[config.mk]
export PLATFORM = sky130hd
export DESIGN_NAME = adc_seq_ctrl
export DESIGN_NICKNAME = d
export VERILOG_FILES = /design/src/rtl/adc_seq_pkg.sv /design/src/rtl/adc_seq_sync.sv /design/src/rtl/adc_seq_timer.sv /design/src/rtl/adc_seq_fsm.sv /design/src/rtl/adc_seq_out.sv /design/src/rtl/adc_seq_ctrl.sv
export SDC_FILE = /design/constraint.sdc
export NUM_CORES = 1
export LEC_CHECK = 0
export ABC_CLOCK_PERIOD_IN_PS = 1700
export BUFFER_PORTS_ARGS = -buffer_cell sky130_fd_sc_hd__buf_2
export CAP_MARGIN = 20
export CORE_MARGIN = 1.5
export CORE_UTILIZATION = 55
export DETAILED_ROUTE_END_ITERATION = 8
export HOLD_SLACK_MARGIN = 0.15
export PLACE_DENSITY = 0.86
export SETUP_SLACK_MARGIN = 0.02
export SLEW_MARGIN = 20
export SYNTH_ARGS = -nofsm -noshare
export SYNTH_HDL_FRONTEND = slang
export SYNTH_HIERARCHICAL = 1
export SYNTH_SLANG_ARGS = --single-unit
[constraint.sdc]
create_clock -name clk -period 1.7 [get_ports clk]
set_input_delay 0.34 -clock clk [delete_from_list [all_inputs] [get_ports clk]]
set_output_delay 0.34 -clock clk [all_outputs]
set_load 0.02 [all_outputs]
[src/rtl/adc_seq_pkg.sv]
package adc_seq_pkg;

  typedef enum logic [2:0] {
    ST_IDLE,     // gap / tracking time, strobes high
    ST_WR_LOW,   // write strobe low, input sampled at entry
    ST_WR_WAIT,  // between write rise and read fall
    ST_RD_LOW,   // read strobe low in write-then-read mode
    ST_RO_WAIT,  // read-only: strobe low, waiting for ready
    ST_RO_HOLD   // read-only: ready seen, data access time
  } seq_state_e;

  function automatic int unsigned max2(input int unsigned a, input int unsigned b);
    return (a > b) ? a : b;
  endfunction

endpackage

[src/rtl/adc_seq_sync.sv]
module adc_seq_sync #(
  parameter int unsigned STAGES  = 2,   // at least 2
  parameter logic        RST_VAL = 1'b1
) (
  input  logic clk,
  input  logic rst_n,
  input  logic d,
  output logic q
);
  logic [STAGES-1:0] stg_q;

  always_ff @(posedge clk or negedge rst_n) begin
    if (!rst_n) stg_q <= {STAGES{RST_VAL}};
    else        stg_q <= {stg_q[STAGES-2:0], d};
  end

  assign q = stg_q[STAGES-1];
endmodule

[src/rtl/adc_seq_timer.sv]
module adc_seq_timer #(
  parameter int unsigned PERIOD_CYC = 120
) (
  input  logic clk,
  input  logic rst_n,
  input  logic enable,
  input  logic start_ack,
  output logic start_req
);
  localparam int unsigned PW = (PERIOD_CYC > 2) ? $clog2(PERIOD_CYC) : 1;

  logic [PW-1:0] cnt_q, cnt_d;
  logic          pend_q, pend_d;
  logic          tick;

  always_comb begin
    tick   = enable && (cnt_q == PW'(PERIOD_CYC - 1));
    cnt_d  = (!enable || tick) ? '0 : cnt_q + 1'b1;
    pend_d = enable && (tick || (pend_q && !start_ack));
  end

  always_ff @(posedge clk or negedge rst_n) begin
    if (!rst_n) begin
      cnt_q  <= '0;
      pend_q <= 1'b0;
    end else begin
      cnt_q  <= cnt_d;
      pend_q <= pend_d;
    end
  end

  assign start_req = pend_q;


  ack_needs_req_chk: assert property (@(posedge clk) disable iff (!rst_n)
    start_ack |-> start_req)
    else $error("start accepted without a pending request");


  idle_when_off_chk: assert property (@(posedge clk) disable iff (!rst_n)
    (!enable && !start_req) |=> !start_req)
    else $error("request raised while disabled");
endmodule

[src/rtl/adc_seq_fsm.sv]
module adc_seq_fsm
  import adc_seq_pkg::*;
#(
  parameter int unsigned WR_LOW_CYC    = 25,
  parameter int unsigned GAP_CYC       = 35,
  parameter int unsigned FAST_DLY_CYC  = 25,
  parameter int unsigned RD_FAST_CYC   = 16,
  parameter int unsigned RD_POLL_CYC   = 7,
  parameter int unsigned RDY_BLANK_CYC = 12,
  parameter int unsigned TIMEOUT_CYC   = 150
) (
  input  logic clk,
  input  logic rst_n,
  input  logic start_req,
  output logic start_ack,
  input  logic cfg_rd_only,
  input  logic cfg_fast_read,
  input  logic int_n_s,
  input  logic rdy_s,
  output logic cs_n,
  output logic wr_n,
  output logic rd_n,
  output logic cap_en,
  output logic conv_err
);
  localparam int unsigned CMAX = max2(max2(max2(WR_LOW_CYC, GAP_CYC), max2(FAST_DLY_CYC, RD_FAST_CYC)),
                                      max2(max2(RD_POLL_CYC, RDY_BLANK_CYC), TIMEOUT_CYC));
  localparam int unsigned CW   = $clog2(CMAX + 1);

  seq_state_e    st_q, st_d;
  logic [CW-1:0] cnt_q, cnt_d;
  logic          mode_q, mode_d, fast_q, fast_d;
  logic          cs_n_q, wr_n_q, rd_n_q, err_q, err_d;
  logic          tmo;
  logic [CW-1:0] rd_last;
  logic          gap_ok;

  always_comb begin
    st_d      = st_q;
    cnt_d     = cnt_q + 1'b1;
    mode_d    = mode_q;
    fast_d    = fast_q;
    start_ack = 1'b0;
    cap_en    = 1'b0;
    tmo       = 1'b0;
    rd_last   = fast_q ? CW'(RD_FAST_CYC - 1) : CW'(RD_POLL_CYC - 1);
    gap_ok    = (cnt_q >= CW'(GAP_CYC - 1));
    unique case (st_q)
      ST_IDLE: begin
        if (gap_ok) cnt_d = cnt_q;
        if (start_req && gap_ok) begin
          start_ack = 1'b1;
          mode_d    = cfg_rd_only;
          fast_d    = cfg_fast_read;
          cnt_d     = '0;
          st_d      = cfg_rd_only ? ST_RO_WAIT : ST_WR_LOW;
        end
      end
      ST_WR_LOW: begin
        if (cnt_q == CW'(WR_LOW_CYC - 1)) begin
          st_d  = ST_WR_WAIT;
          cnt_d = '0;
        end
      end
      ST_WR_WAIT: begin
        if (fast_q) begin
          if (cnt_q == CW'(FAST_DLY_CYC - 1)) begin
            st_d  = ST_RD_LOW;
            cnt_d = '0;
          end
        end else if (!int_n_s) begin
          st_d  = ST_RD_LOW;
          cnt_d = '0;
        end else if (cnt_q == CW'(TIMEOUT_CYC - 1)) begin
          st_d  = ST_IDLE;
          cnt_d = '0;
          tmo   = 1'b1;
        end
      end
      ST_RD_LOW: begin
        if (cnt_q == rd_last) begin
          st_d   = ST_IDLE;
          cnt_d  = '0;
          cap_en = 1'b1;
        end
      end
      ST_RO_WAIT: begin
        if (rdy_s && (cnt_q >= CW'(RDY_BLANK_CYC - 1))) begin
          st_d  = ST_RO_HOLD;
          cnt_d = '0;
        end else if (cnt_q == CW'(TIMEOUT_CYC - 1)) begin
          st_d  = ST_IDLE;
          cnt_d = '0;
          tmo   = 1'b1;
        end
      end
      ST_RO_HOLD: begin
        if (cnt_q == CW'(RD_POLL_CYC - 1)) begin
          st_d   = ST_IDLE;
          cnt_d  = '0;
          cap_en = 1'b1;
        end
      end
      default: begin
        st_d  = ST_IDLE;
        cnt_d = '0;
      end
    endcase
    err_d = err_q | tmo;
  end

  always_ff @(posedge clk or negedge rst_n) begin
    if (!rst_n) begin
      st_q   <= ST_IDLE;
      cnt_q  <= '0;
      mode_q <= 1'b0;
      fast_q <= 1'b0;
      cs_n_q <= 1'b1;
      wr_n_q <= 1'b1;
      rd_n_q <= 1'b1;
      err_q  <= 1'b0;
    end else begin
      st_q   <= st_d;
      cnt_q  <= cnt_d;
      mode_q <= mode_d;
      fast_q <= fast_d;
      cs_n_q <= (st_d == ST_IDLE);
      wr_n_q <= (st_d != ST_WR_LOW);
      rd_n_q <= !(st_d inside {ST_RD_LOW, ST_RO_WAIT, ST_RO_HOLD});
      err_q  <= err_d;
    end
  end

  assign cs_n     = cs_n_q;
  assign wr_n     = wr_n_q;
  assign rd_n     = rd_n_q;
  assign conv_err = err_q;

  // Checker-only run-length counters for pulse widths on the ports.
  logic [CW-1:0] hi_run_q, wr_run_q;
  always_ff @(posedge clk or negedge rst_n) begin
    if (!rst_n) begin
      hi_run_q <= '0;
      wr_run_q <= '0;
    end else begin
      if (!cs_n_q)                         hi_run_q <= '0;
      else if (hi_run_q != CW'(GAP_CYC))   hi_run_q <= hi_run_q + 1'b1;
      if (wr_n_q)                          wr_run_q <= '0;
      else if (wr_run_q != CW'(CMAX))      wr_run_q <= wr_run_q + 1'b1;
    end
  end


  cs_cover_chk: assert property (@(posedge clk) disable iff (!rst_n)
    (!wr_n_q || !rd_n_q) |-> !cs_n_q)
    else $error("strobe low without chip select");


  strobe_excl_chk: assert property (@(posedge clk) disable iff (!rst_n)
    !(!wr_n_q && !rd_n_q))
    else $error("write and read low together");


  wr_width_chk: assert property (@(posedge clk) disable iff (!rst_n)
    $rose(wr_n_q) |-> (wr_run_q == CW'(WR_LOW_CYC)))
    else $error("write low width wrong");


  gap_min_chk: assert property (@(posedge clk) disable iff (!rst_n)
    $fell(cs_n_q) |-> (hi_run_q >= CW'(GAP_CYC)))
    else $error("conversion started inside the gap");


  ro_no_write_chk: assert property (@(posedge clk) disable iff (!rst_n)
    (mode_q && !cs_n_q) |-> wr_n_q)
    else $error("write strobe in read-only mode");


  err_sticky_chk: assert property (@(posedge clk) disable iff (!rst_n)
    err_q |=> err_q)
    else $error("error flag cleared");
endmodule

[src/rtl/adc_seq_out.sv]
module adc_seq_out #(
  parameter int unsigned DATA_W = 8
) (
  input  logic              clk,
  input  logic              rst_n,
  input  logic              cap_en,
  input  logic [DATA_W-1:0] adc_data,
  input  logic              adc_ofl_n,
  input  logic              res_ready,
  output logic              res_valid,
  output logic [DATA_W-1:0] res_data,
  output logic              res_ovf,
  output logic              res_overrun
);
  logic              vld_q, ovr_q, ovr_d, ovf_q;
  logic [DATA_W-1:0] dat_q;

  always_comb ovr_d = ovr_q | (vld_q & !res_ready);

  always_ff @(posedge clk or negedge rst_n) begin
    if (!rst_n) begin
      vld_q <= 1'b0;
      ovr_q <= 1'b0;
      ovf_q <= 1'b0;
      dat_q <= '0;
    end else begin
      vld_q <= cap_en;
      ovr_q <= ovr_d;
      if (cap_en) begin
        dat_q <= adc_data;
        ovf_q <= !adc_ofl_n;
      end
    end
  end

  assign res_valid   = vld_q;
  assign res_data    = dat_q;
  assign res_ovf     = ovf_q;
  assign res_overrun = ovr_q;


  valid_pulse_chk: assert property (@(posedge clk) disable iff (!rst_n)
    res_valid |=> !res_valid)
    else $error("valid longer than one cycle");


  ovr_set_chk: assert property (@(posedge clk) disable iff (!rst_n)
    (res_valid && !res_ready) |=> res_overrun)
    else $error("overrun not flagged");


  ovr_sticky_chk: assert property (@(posedge clk) disable iff (!rst_n)
    res_overrun |=> res_overrun)
    else $error("overrun flag cleared");
endmodule

[src/rtl/adc_seq_ctrl.sv]
module adc_seq_ctrl #(
  parameter int unsigned DATA_W        = 8,
  parameter int unsigned PERIOD_CYC    = 120,
  parameter int unsigned WR_LOW_CYC    = 25,
  parameter int unsigned GAP_CYC       = 35,
  parameter int unsigned FAST_DLY_CYC  = 25,
  parameter int unsigned RD_FAST_CYC   = 16,
  parameter int unsigned RD_POLL_CYC   = 7,
  parameter int unsigned RDY_BLANK_CYC = 12,
  parameter int unsigned TIMEOUT_CYC   = 150,
  parameter int unsigned SYNC_STAGES   = 2
) (
  input  logic              clk,
  input  logic              rst_n,
  input  logic              seq_enable,
  input  logic              cfg_rd_only,
  input  logic              cfg_fast_read,
  output logic              adc_cs_n,
  output logic              adc_wr_n,
  output logic              adc_rd_n,
  input  logic              adc_int_n,
  input  logic              adc_rdy,
  input  logic [DATA_W-1:0] adc_data,
  input  logic              adc_ofl_n,
  output logic              res_valid,
  input  logic              res_ready,
  output logic [DATA_W-1:0] res_data,
  output logic              res_ovf,
  output logic              res_overrun,
  output logic              conv_err
);
  logic [1:0] rst_sync_q;
  logic       rst_int_n;
  logic       start_req, start_ack, int_n_s, rdy_s, cap_en;

  always_ff @(posedge clk or negedge rst_n) begin
    if (!rst_n) rst_sync_q <= 2'b00;
    else        rst_sync_q <= {rst_sync_q[0], 1'b1};
  end
  assign rst_int_n = rst_sync_q[1];

  adc_seq_timer #(.PERIOD_CYC(PERIOD_CYC)) i_timer (
    .clk(clk), .rst_n(rst_int_n), .enable(seq_enable),
    .start_ack(start_ack), .start_req(start_req));

  adc_seq_sync #(.STAGES(SYNC_STAGES), .RST_VAL(1'b1)) i_int_sync (
    .clk(clk), .rst_n(rst_int_n), .d(adc_int_n), .q(int_n_s));

  adc_seq_sync #(.STAGES(SYNC_STAGES), .RST_VAL(1'b1)) i_rdy_sync (
    .clk(clk), .rst_n(rst_int_n), .d(adc_rdy), .q(rdy_s));

  adc_seq_fsm #(
    .WR_LOW_CYC(WR_LOW_CYC), .GAP_CYC(GAP_CYC), .FAST_DLY_CYC(FAST_DLY_CYC),
    .RD_FAST_CYC(RD_FAST_CYC), .RD_POLL_CYC(RD_POLL_CYC),
    .RDY_BLANK_CYC(RDY_BLANK_CYC), .TIMEOUT_CYC(TIMEOUT_CYC)
  ) i_fsm (
    .clk(clk), .rst_n(rst_int_n), .start_req(start_req), .start_ack(start_ack),
    .cfg_rd_only(cfg_rd_only), .cfg_fast_read(cfg_fast_read),
    .int_n_s(int_n_s), .rdy_s(rdy_s),
    .cs_n(adc_cs_n), .wr_n(adc_wr_n), .rd_n(adc_rd_n),
    .cap_en(cap_en), .conv_err(conv_err));

  adc_seq_out #(.DATA_W(DATA_W)) i_out (
    .clk(clk), .rst_n(rst_int_n), .cap_en(cap_en),
    .adc_data(adc_data), .adc_ofl_n(adc_ofl_n), .res_ready(res_ready),
    .res_valid(res_valid), .res_data(res_data), .res_ovf(res_ovf),
    .res_overrun(res_overrun));
endmodule

==> results of run 1 <==
## worst register-to-register path: cells and delay by family (launching register included)
kind	cells	cell delay, ns
AOI/OAI and AO/OA	2	0.44
buffers and inverters	1	0.15
DFF	1	0.49
and+or+nand+nor	3	0.71
## timing repair
action                     4_1_cts  5_1_grt
setup buffers                    5        4
hold endpoints to repair         4        0
resized for setup               22       15
pin swaps                        5        5
setup endpoints to repair       25       25
hold buffers                     3        0
## through the flow
step | utilization (%) | hold slack, ns | cells
floorplan | - | 0.0444 | 201
detailed placement | 69.3 | 0.128 | 303
global placement | 69.3 | 0.125 | 303
global route | 79.0 | 0.236 | 322
finish | 79.0 | 0.230 | 322
CTS | 76.7 | 0.225 | 319
## path summary, 6_finish.rpt
| kind | end | cells after the start |
|---|---|---|
| max | i_fsm/cnt_q[7] | 6 |
| min | i_fsm/cnt_q[1] | 1 |
| max reg2reg | i_fsm/cnt_q[7] | 6 |
| min reg2reg | i_fsm/cnt_q[1] | 1 |
| max in group asynchronous | i_fsm/wr_n | 1 |
| min in group clk | i_out/res_ovf | 2 |
## kinds of logic after synthesis
| logic type | after synthesis | synth area share [%] |
|---|---|---|
| AO/OA/AOI/OAI | 43 | 13.6 |
| XOR/XNOR | 5 | 2.03 |
| adder cells (fa/ha/maj) | 5 | 2.90 |
| buffers and inverters | 22 | 5.56 |
| flip-flops | 41 | 47.9 |
| multiplexers | 9 | 6.03 |
| other | 1 | 0.174 |
| AND/OR/NAND/NOR | 75 | 21.7 |
## state kept, by name (all words and copies together), names as in the netlist
name               flops
i_fsm/conv_err         1
i_int_sync/stg_q       2
i_fsm/st_q             3
i_out/res_data         8
i_fsm/cs_n             1
i_fsm/cnt_q            8
i_out/res_ovf          1
i_out/res_overrun      1
i_out/res_valid        1
i_timer/start_req      1
rst_sync_q             2
i_rdy_sync/stg_q       2
i_fsm/fast_q           1
i_fsm/rd_n             1
i_fsm/wr_n             1
i_timer/cnt_q          7
## per-layer routing
layer	GRT usage, %	vias up
met5	0	-
met4	8.33	0
met3	6.16	13
met2	41.7	78
met1	33.3	889
li1	-	846
## area by class of cell
cell class,count,share of cell area (%)
clock buffer,6,2.47
clock inverter,2,1.19
inverter,11,1.49
multi-input combinational,138,39.5
sequential,41,35.4
tap,48,2.05
timing repair buffer,76,17.9
## power groups by stage
stage	Clock [W]	Combinational, W	Sequential [W]
final	0.000767	0.0000634	0.00100
after global routing	0.000809	0.0000725	0.00100
after CTS	0.000781	0.0000638	0.00100
after detailed placement	0	0.0000587	0.00102
after global placement	0	0.0000562	0.00102
after floorplan	0	0.0000152	0.00103
## cells in the final DEF (no fill, tap or decap), drive strengths merged, types with 4 or more instances in the layout
cell type   n
buf        73
dfrtp      34
nand2      17
nor2       12
o21ai      12
inv        11
a21oi       9
mux2        8
dfstp       7
clkbuf      6
nand2b      6
nand3       6
ha          5
nand3b      4
nor3b       4
nor3        4
==> reports/qor.txt, run 1 <==
Status = finished, violations left
Violated checks = setup timing
Initial Util = 58.1%
Final wirelength = 5.33 mm
Layout area overhead = 35.9%
Flop-to-flop setup slack = -0.17 ns
Fmax = 533 MHz
Via/cell ratio = 5.67
Switching power share of the total = 20.5%
Top cells by area, synth = dfrtp_1 39%, dfstp_2 8.5%, mux2_4 5.6%, nand2_1 3.0%, ha_1 2.9%
DRT iter0 DRCs = 202
Routed wl met2 = 2.69 mm
Hold Vio Cnt, Final = 0
Footprint of the multi-input gates = 0.00116 mm2
Top cell type by total area after synthesis = dfrtp_1
Clock Tree Buf Depth = 2
Worst VDD drop = 0.620 mV
Clock share of power = 41.9%
Setup TNS = -2.74 ns
Worst-path clk slew = 0.08 ns
Grt ovf = 0
Leakage power = 1.35 nW
Worst skew pair latency = 0.30 ns
Pwr per Cell Area = 624 mW/mm2
CTS tree = done
Remaining DRCs = 0
Critical path class = reg -> reg
Worst path arrival time = 2.08 ns
WP buf/inv = 1
Ys async rst share = 100%
Fin crit share = 110%
Pint = 0.00146 W
# diodes = 0
CP peak stage delay = 0.49 ns
GPL Wtd Cong = 0.941
Pins Over Slew Limit = 0
Mapped Area = 0.00216 mm2
Part of the power in registers = 54.6%
Psw = 0.000374 W
Unrepaired setup endpoints after global routing = true
Setup ws final = -0.175 ns
RR Startpoint = i_fsm/cnt_q[4]
Dpl cell area = 0.00257 mm2
Wire length on met3 = 269 um
Core area = 0.00372 mm2
CP cell instances = nor4_2 > nand3_1 > a21boi_4 > nor4_4 > buf_6 > o31ai_2
PortBufs = 31
DR top layer = met4
Setup violators final = 24
Total power = 0.00183 W
DR vias = 1826
Yosys Warn Count = 6
Layout fillers = 225
Layout cells sized above 1 = 48.9%
1st-pass router iterations = 4
Total Routing Usage GR = 25.5%
Die W = 65.6 um
Largest net degree at the start of global routing = 22
Die area = 0.00431 mm2
Setup Skew = 0.00632 ns
Post-place setup slack = -0.186 ns
Sink Count = 41
Area share of the largest cell type after synthesis = 39.4%
HPWL after DPL = 3.35 mm
Worst-path maximum fanout = 8
CTS Root Cell = clkbuf_8
WP data required = 1.91 ns
Register Area = 0.00104 mm2
WL/cell = 16.5 um
Synth Flop Type = dfrtp_1
Average size of a mapped cell = 10.7 um2
Post-synth EDFFs = 0
Most frequent cells after synthesis = 34 x dfrtp_1, 17 x nand2_1, 12 x nor2_1, 11 x inv_1
CP delay by family, top = simple AND/OR/NAND/NOR gates
FP Rows = 22
Mapped Cells = 201
Min Tclk post-route = 1.87 ns
Initial antenna violation count = 0
CP Launch Type = flop
H-tree depth = 2
Final net count = 295
Most numerous cell in the Yosys netlist = dfrtp_1
Synth Register Bits = 41
HP Class = reg -> async
Total CTS buffers = 5
I/O Pins = 32
Worst Setup SP = i_fsm/cnt_q[4]
Mapped Nets = 223
First-pass GRT wire length = 8.18 mm
Number of distinct library cells after synthesis = 51
Met1 WL = 2.22 mm
Final Instance Area = 0.00293 mm2
Die span in y = 65.6 um
Crit-path slowest cell = dfrtp_1
Seq/Total Area, Yosys = 47.9%
Comb pwr share = 3.5%
Vias in the first global route = 1749
Post-DRT Antenna Nets = 0
Max-Cap Viols = 0
Endpoint type of the worst setup path = flop
(Power assumes the default switching activity.)
==> inputs of run 2 (changes only) <==
--- a/config.mk
+++ b/config.mk
@@ -6,13 +6,13 @@
 export NUM_CORES = 1
 export LEC_CHECK = 0
 export ABC_CLOCK_PERIOD_IN_PS = 1700
-export BUFFER_PORTS_ARGS = -buffer_cell sky130_fd_sc_hd__buf_2
 export CAP_MARGIN = 20
 export CORE_MARGIN = 1.5
 export CORE_UTILIZATION = 55
 export DETAILED_ROUTE_END_ITERATION = 8
+export DONT_BUFFER_PORTS = 1
 export HOLD_SLACK_MARGIN = 0.15
-export PLACE_DENSITY = 0.86
+export PLACE_DENSITY = 0.79
 export SETUP_SLACK_MARGIN = 0.02
 export SLEW_MARGIN = 20
 export SYNTH_ARGS = -nofsm -noshare
==> run 2 against run 1 <==
The flow still finishes with violations (setup timing). Die area unchanged. Clock skew decreased by 0.0021 ns. Via count decreased by 3.4%. Core utilization decreased by 3.4 points. Largest cell class unchanged.
==> reports/qor.txt, run 2 (synthesis gave the netlist of run 1 again) <==
Status = finished, violations left (unchanged)
Violated checks = setup timing (unchanged)
DRT iter0 DRCs = 163 (was 202)
CP Launch Type = flop (unchanged)
Worst-path maximum fanout = 9 (was 8)
Largest net degree at the start of global routing = 40 (was 22)
Pins Over Slew Limit = 0 (unchanged)
Sink Count = 41 (unchanged)
R2R depth = 7 (was 6)
Final wirelength = 5.58 mm (was 5.33 mm)
Layout fillers = 249 (was 225)
Fmax = 501 MHz (was 533 MHz)
Grt ovf = 0 (unchanged)
H-tree depth = 2 (unchanged)
Critical path class = reg -> reg (unchanged)
Pwr per Cell Area = 661 mW/mm2 (was 624 mW/mm2)
Endpoint type of the worst setup path = flop (unchanged)
Leakage power = 1.23 nW (was 1.35 nW)
First-pass GRT wire length = 8.69 mm (was 8.18 mm)
Unrepaired setup endpoints after global routing = true (unchanged)
Worst skew pair latency = 0.29 ns (was 0.30 ns)
Remaining DRCs = 0 (unchanged)
FP Rows = 22 (unchanged)
Worst path arrival time = 2.20 ns (was 2.08 ns)
Worst VDD drop = 0.750 mV (was 0.620 mV)
1st-pass router iterations = 4 (unchanged)
HP Class = in -> reg (was reg -> async)
Die W = 65.6 um (unchanged)
Register Area = 0.00104 mm2 (about the same)
Setup violators final = 25 (was 24)
Die span in y = 65.6 um (unchanged)
Post-DRT Antenna Nets = 0 (unchanged)
Fin crit share = 117% (was 110%)
Total Routing Usage GR = 26.5% (was 25.5%)
GPL Wtd Cong = 0.911 (was 0.941)
Max-Cap Viols = 0 (unchanged)
Footprint of the multi-input gates = 0.00112 mm2 (was 0.00116 mm2)
WL/cell = 18.9 um (was 16.5 um)
Total CTS buffers = 5 (unchanged)
Worst-path clk slew = 0.08 ns (about the same)
Via/cell ratio = 5.96 (was 5.67)
Wire length on met3 = 264 um (was 269 um)
Vias in the first global route = 1869 (was 1749)
DR vias = 1764 (was 1826)
Final core occ = 75.5% (was 79.0%)
Clock Tree Buf Depth = 2 (unchanged)
Layout cells sized above 1 = 44.4% (was 48.9%)
Core area = 0.00372 mm2 (unchanged)
Min Tclk post-route = 2.00 ns (was 1.87 ns)
WP data required = 1.90 ns (was 1.91 ns)
Final net count = 269 (was 295)
HPWL after DPL = 3.44 mm (was 3.35 mm)
CTS Root Cell = clkbuf_8 (unchanged)
Hold depth = 2
Commonest cells after routing, fill and taps aside = 40 x buf_4, 26 x dfrtp_1, 15 x nand2_1, 11 x nor2_1, 9 x inv_1 (was 38 x buf_4, 31 x buf_2, 30 x dfrtp_1, 16 x nand2_1, 12 x nor2_1)
Routed wl met2 = 2.92 mm (was 2.69 mm)
Most common cell after layout, fill and taps aside = buf_4 (unchanged)
PortBufs = 0 (was 31)
Die area = 0.00431 mm2 (unchanged)
Hold Vio Cnt, Final = 0 (unchanged)
DR top layer = met4 (unchanged)
Initial Util = 58.1% (unchanged)
Slew headroom = 65.6%
# diodes = 0 (unchanged)
I/O Pins = 32 (unchanged)
Setup Skew = 0.00424 ns (was 0.00632 ns)
Met1 WL = 2.25 mm (was 2.22 mm)
Initial antenna violation count = 0 (unchanged)
Worst-Margin Slew = 0.507 ns
CTS tree = done (unchanged)
Setup ws final = -0.296 ns (was -0.175 ns)
Post-place setup slack = -0.203 ns (was -0.186 ns)
Layout area overhead = 30.0% (was 35.9%)
run 2: where the power goes:
group / internal (W) / leakage [nW] / switching [W]
combinational: 0.0000165 / 0.675 / 0.0000301
clock: 0.000477 / 0.0574 / 0.000329
sequential: 0.000992 / 0.494 / 0.00000940
total: 0.00149 / 1.23 / 0.000369
run 2: layout make-up:
cell class	count	share of cell area (%)
multi-input cells	138	40.0
flip-flops and latches	41	37.2
repair buffers	50	14.8
clock buffers	6	2.94
well taps	48	2.14
inverters	11	1.47
clock inverters	2	1.34
run 2: routing by layer:
metal  up-vias  track usage [%]
met3        15             4.79
li1        801                -
met2        66             45.3
met4         0             12.0
met5         -                0
met1       882             32.5
run 2: worst max-delay path, stage by stage, from the launching register on:
cell and delay [ns]:
dfrtp_1 0.52, buf_4 0.19, nor4bb_1 0.35, o21bai_1 0.24, a21boi_4 0.20, nor4_4 0.05
buf_6 0.14, o31ai_2 0.21
run 2: timing repair:
| action | CTS | global route |
|---|---|---|
| resized for setup | 17 | 20 |
| endpoints found under the hold margin | 5 | 0 |
| setup buffers | 2 | 7 |
| hold buffers | 4 | 0 |
| pin swaps | 6 | 10 |
| gates cloned | 0 | 0 |
| setup endpoints to repair | 25 | 26 |
run 2: worst paths after layout:
kind	from	end	slack, ns
max in group asynchronous	rst_sync_q[1]	i_rdy_sync/stg_q[0]	1.06
min in group asynchronous	rst_n	rst_sync_q[0]	0.27
worst min-delay path	cfg_fast_read	i_fsm/fast_q	0.17
worst max-delay path	i_fsm/st_q[1]	i_fsm/cnt_q[7]	-0.30
worst min register to register	rst_sync_q[1]	i_out/res_data[1]	0.29
worst max register to register	i_fsm/st_q[1]	i_fsm/cnt_q[7]	-0.30
run 2: stage by stage:
| stage | cells | TNS, ns | cell area [um2] | power [W] | hold WS, ns |
|---|---|---|---|---|---|
| CTS | 289 | -2.49 | 2690 | 0.00187 | 0.170 |
| floorplan | 201 | -0.0575 | 2170 | 0.00104 | 0.0444 |
| global placement | 275 | -1.73 | 2440 | 0.00105 | 0.0445 |
| detailed placement | 275 | -2.92 | 2440 | 0.00106 | 0.0445 |
| finish | 296 | -4.39 | 2810 | 0.00185 | 0.170 |
| global route | 296 | -6.02 | 2810 | 0.00190 | 0.179 |
==> inputs of run 3 (changes only) <==
--- a/config.mk
+++ b/config.mk
@@ -8,11 +8,12 @@
 export ABC_CLOCK_PERIOD_IN_PS = 1700
 export CAP_MARGIN = 20
 export CORE_MARGIN = 1.5
-export CORE_UTILIZATION = 55
+export CORE_UTILIZATION = 51
+export CTS_BUF_LIST = sky130_fd_sc_hd__clkbuf_16
 export DETAILED_ROUTE_END_ITERATION = 8
 export DONT_BUFFER_PORTS = 1
 export HOLD_SLACK_MARGIN = 0.15
-export PLACE_DENSITY = 0.79
+export PLACE_DENSITY = 0.75
 export SETUP_SLACK_MARGIN = 0.02
 export SLEW_MARGIN = 20
 export SYNTH_ARGS = -nofsm -noshare
==> run 3 against run 2 <==
The run still ends with setup timing left. Non-clock buffer count increased by 2. Sequential power about the same. Global-route usage increased by 0.42 points. Die area increased by 7.5%. Clock skew decreased by 0.0012 ns. Setup slack improved by 0.064 ns. Hold slack about the same. Design area increased by 6.2%. Core utilization decreased by 1.5 points. Combinational power about the same. Highest routed layer unchanged.
==> reports/qor.txt, run 3 (synthesis gave the netlist of run 1 again) <==
Status = finished, violations left (unchanged)
Violated checks = setup timing (unchanged)
Setup Skew = 0.00299 ns (was 0.00424 ns)
Hold_ws = 0.169 ns (was 0.170 ns)
Worst-path maximum fanout = 5 (was 9)
Post-place setup slack = -0.260 ns (was -0.203 ns)
Min Tclk post-route = 1.93 ns (was 2.00 ns)
Psw = 0.000425 W (was 0.000369 W)
Setup ws final = -0.232 ns (was -0.296 ns)
Pwr per Cell Area = 714 mW/mm2 (was 661 mW/mm2)
Largest net degree at the start of global routing = 37 (was 40)
Die W = 68.1 um (was 65.6 um)
Total power = 0.00213 W (was 0.00185 W)
WL/cell = 19.6 um (was 18.9 um)
CTS tree = done (unchanged)
Critical path class = reg -> reg (unchanged)
Wire length on met3 = 217 um (was 264 um)
Met1 WL = 2.31 mm (was 2.25 mm)
Endpoint type of the worst setup path = flop (unchanged)
Final net count = 272 (was 269)
Most common cell after layout, fill and taps aside = buf_4 (unchanged)
DR top layer = met4 (unchanged)
Die span in y = 68.1 um (was 65.6 um)
Total Routing Usage GR = 27.0% (was 26.5%)
Sink Count = 41 (unchanged)
Worst VDD drop = 0.719 mV (was 0.750 mV)
Max-Cap Viols = 0 (unchanged)
# diodes = 0 (unchanged)
Final wirelength = 5.90 mm (was 5.58 mm)
Leakage power = 1.26 nW (was 1.23 nW)
Vias in the first global route = 1801 (was 1869)
WP data required = 1.87 ns (was 1.90 ns)
Worst path arrival time = 2.10 ns (was 2.20 ns)
Grt ovf = 0 (unchanged)
Switching power share of the total = 20.0% (was 19.9%)
Layout area overhead = 38.1% (was 30.0%)
DR vias = 1793 (was 1764)
Pins Over Slew Limit = 0 (unchanged)
GPL Wtd Cong = 0.819 (was 0.911)
Remaining DRCs = 0 (unchanged)
Part of the power in registers = 47.1% (was 54.0%)
Pint = 0.00170 W (was 0.00149 W)
Total CTS buffers = 5 (unchanged)
Final core occ = 74.0% (was 75.5%)
Clock Tree Buf Depth = 2 (unchanged)
Comb pwr share = 2.2% (was 2.5%)
First-pass GRT wire length = 8.80 mm (was 8.69 mm)
Fin crit share = 114% (was 117%)
Layout cells sized above 1 = 47.8% (was 44.4%)
CTS Root Cell = clkbuf_16 (was clkbuf_8)
H-tree depth = 2 (unchanged)
Worst-path clk slew = 0.06 ns (was 0.08 ns)
Worst skew pair latency = 0.29 ns (about the same)
Unrepaired setup endpoints after global routing = true (unchanged)
Routed wl met2 = 3.21 mm (was 2.92 mm)
FP Rows = 23 (was 22)
DRT iter0 DRCs = 113 (was 163)
HP Class = in -> reg (unchanged)
Commonest cells after routing, fill and taps aside = 39 x buf_4, 29 x dfrtp_1, 15 x nand2_1, 12 x nor2_1, 9 x inv_1 (was 40 x buf_4, 26 x dfrtp_1, 15 x nand2_1, 11 x nor2_1, 9 x inv_1)
I/O Pins = 32 (unchanged)
Initial Util = 53.6% (was 58.1%)
Fmax = 518 MHz (was 501 MHz)
Via/cell ratio = 5.96 (about the same)
Die area = 0.00463 mm2 (was 0.00431 mm2)
HPWL after DPL = 3.77 mm (was 3.44 mm)
1st-pass router iterations = 5 (was 4)
Post-DRT Antenna Nets = 0 (unchanged)
Hold Vio Cnt, Final = 0 (unchanged)
PortBufs = 0 (unchanged)
Initial antenna violation count = 0 (unchanged)
Setup violators final = 24 (was 25)
Clock share of power = 50.7% (was 43.5%)
Core area = 0.00403 mm2 (was 0.00372 mm2)
CP Launch Type = flop (unchanged)
[run 3: final timing paths]
kind	from	to	slack, ns	cells past startpoint
max	i_fsm/cnt_q[0]	i_out/res_data[2]	-0.23	7
min reg2reg	rst_sync_q[1]	i_rdy_sync/stg_q[1]	0.28	0
min	cfg_fast_read	i_fsm/fast_q	0.17	2
min in group asynchronous	rst_n	rst_sync_q[0]	0.28	1
max in group asynchronous	rst_sync_q[1]	i_fsm/fast_q	0.90	1
max reg2reg	i_fsm/cnt_q[0]	i_out/res_data[2]	-0.23	7
[run 3: stage by stage]
stage	std cells	setup TNS [ns]	area (um2)
floorplan	201	-0.0575	2170
global placement	281	-3.66	2460
detailed placement	281	-4.92	2460
CTS	300	-3.34	2900
global route	301	-5.45	2980
finish	301	-4.23	2980
[run 3: cell type report]
type / count / area [um2]
Inverter: 11 / 43.8
Multi-Input combinational cell: 139 / 1230
Clock inverter: 3 / 46.3
Timing Repair Buffer: 52 / 433
Fill cell: 270 / 1050
Sequential cell: 41 / 1040
Clock buffer: 5 / 125
Tap cell: 50 / 62.6
[run 3: timing repair]
item / in CTS / in global routing
setup buffers: 7 / 3
hold endpoints to repair: 6 / 0
setup endpoints to repair: 25 / 26
hold buffers: 5 / 0
pin swaps: 11 / 11
gates resized for setup: 38 / 20
gates cloned: 0 / 1
[run 3: per-layer routing]
layer | GRT usage (%) | vias to the layer above
li1 | - | 808
met1 | 30.2 | 910
met2 | 48.3 | 58
met3 | 5.76 | 17
met4 | 13.0 | 0
met5 | 0 | -
[run 3: worst max-delay path, cell delays in order (launching register included)]
cell and delay [ns]:
dfrtp_2 0.44, buf_4 0.16, and3_1 0.16, o211ai_1 0.27, buf_4 0.19, o22ai_4 0.07, and3_4 0.22, mux2_4 0.31
[run 3: power by group through the flow]
stage | sequential, W | clock, W | combinational, W
after detailed placement | 0.00102 | 0 | 0.0000364
after floorplan | 0.00103 | 0 | 0.0000152
after global placement | 0.00102 | 0 | 0.0000343
after CTS | 0.00100 | 0.00108 | 0.0000467
after global routing | 0.00101 | 0.00113 | 0.0000542
final | 0.00100 | 0.00108 | 0.0000465
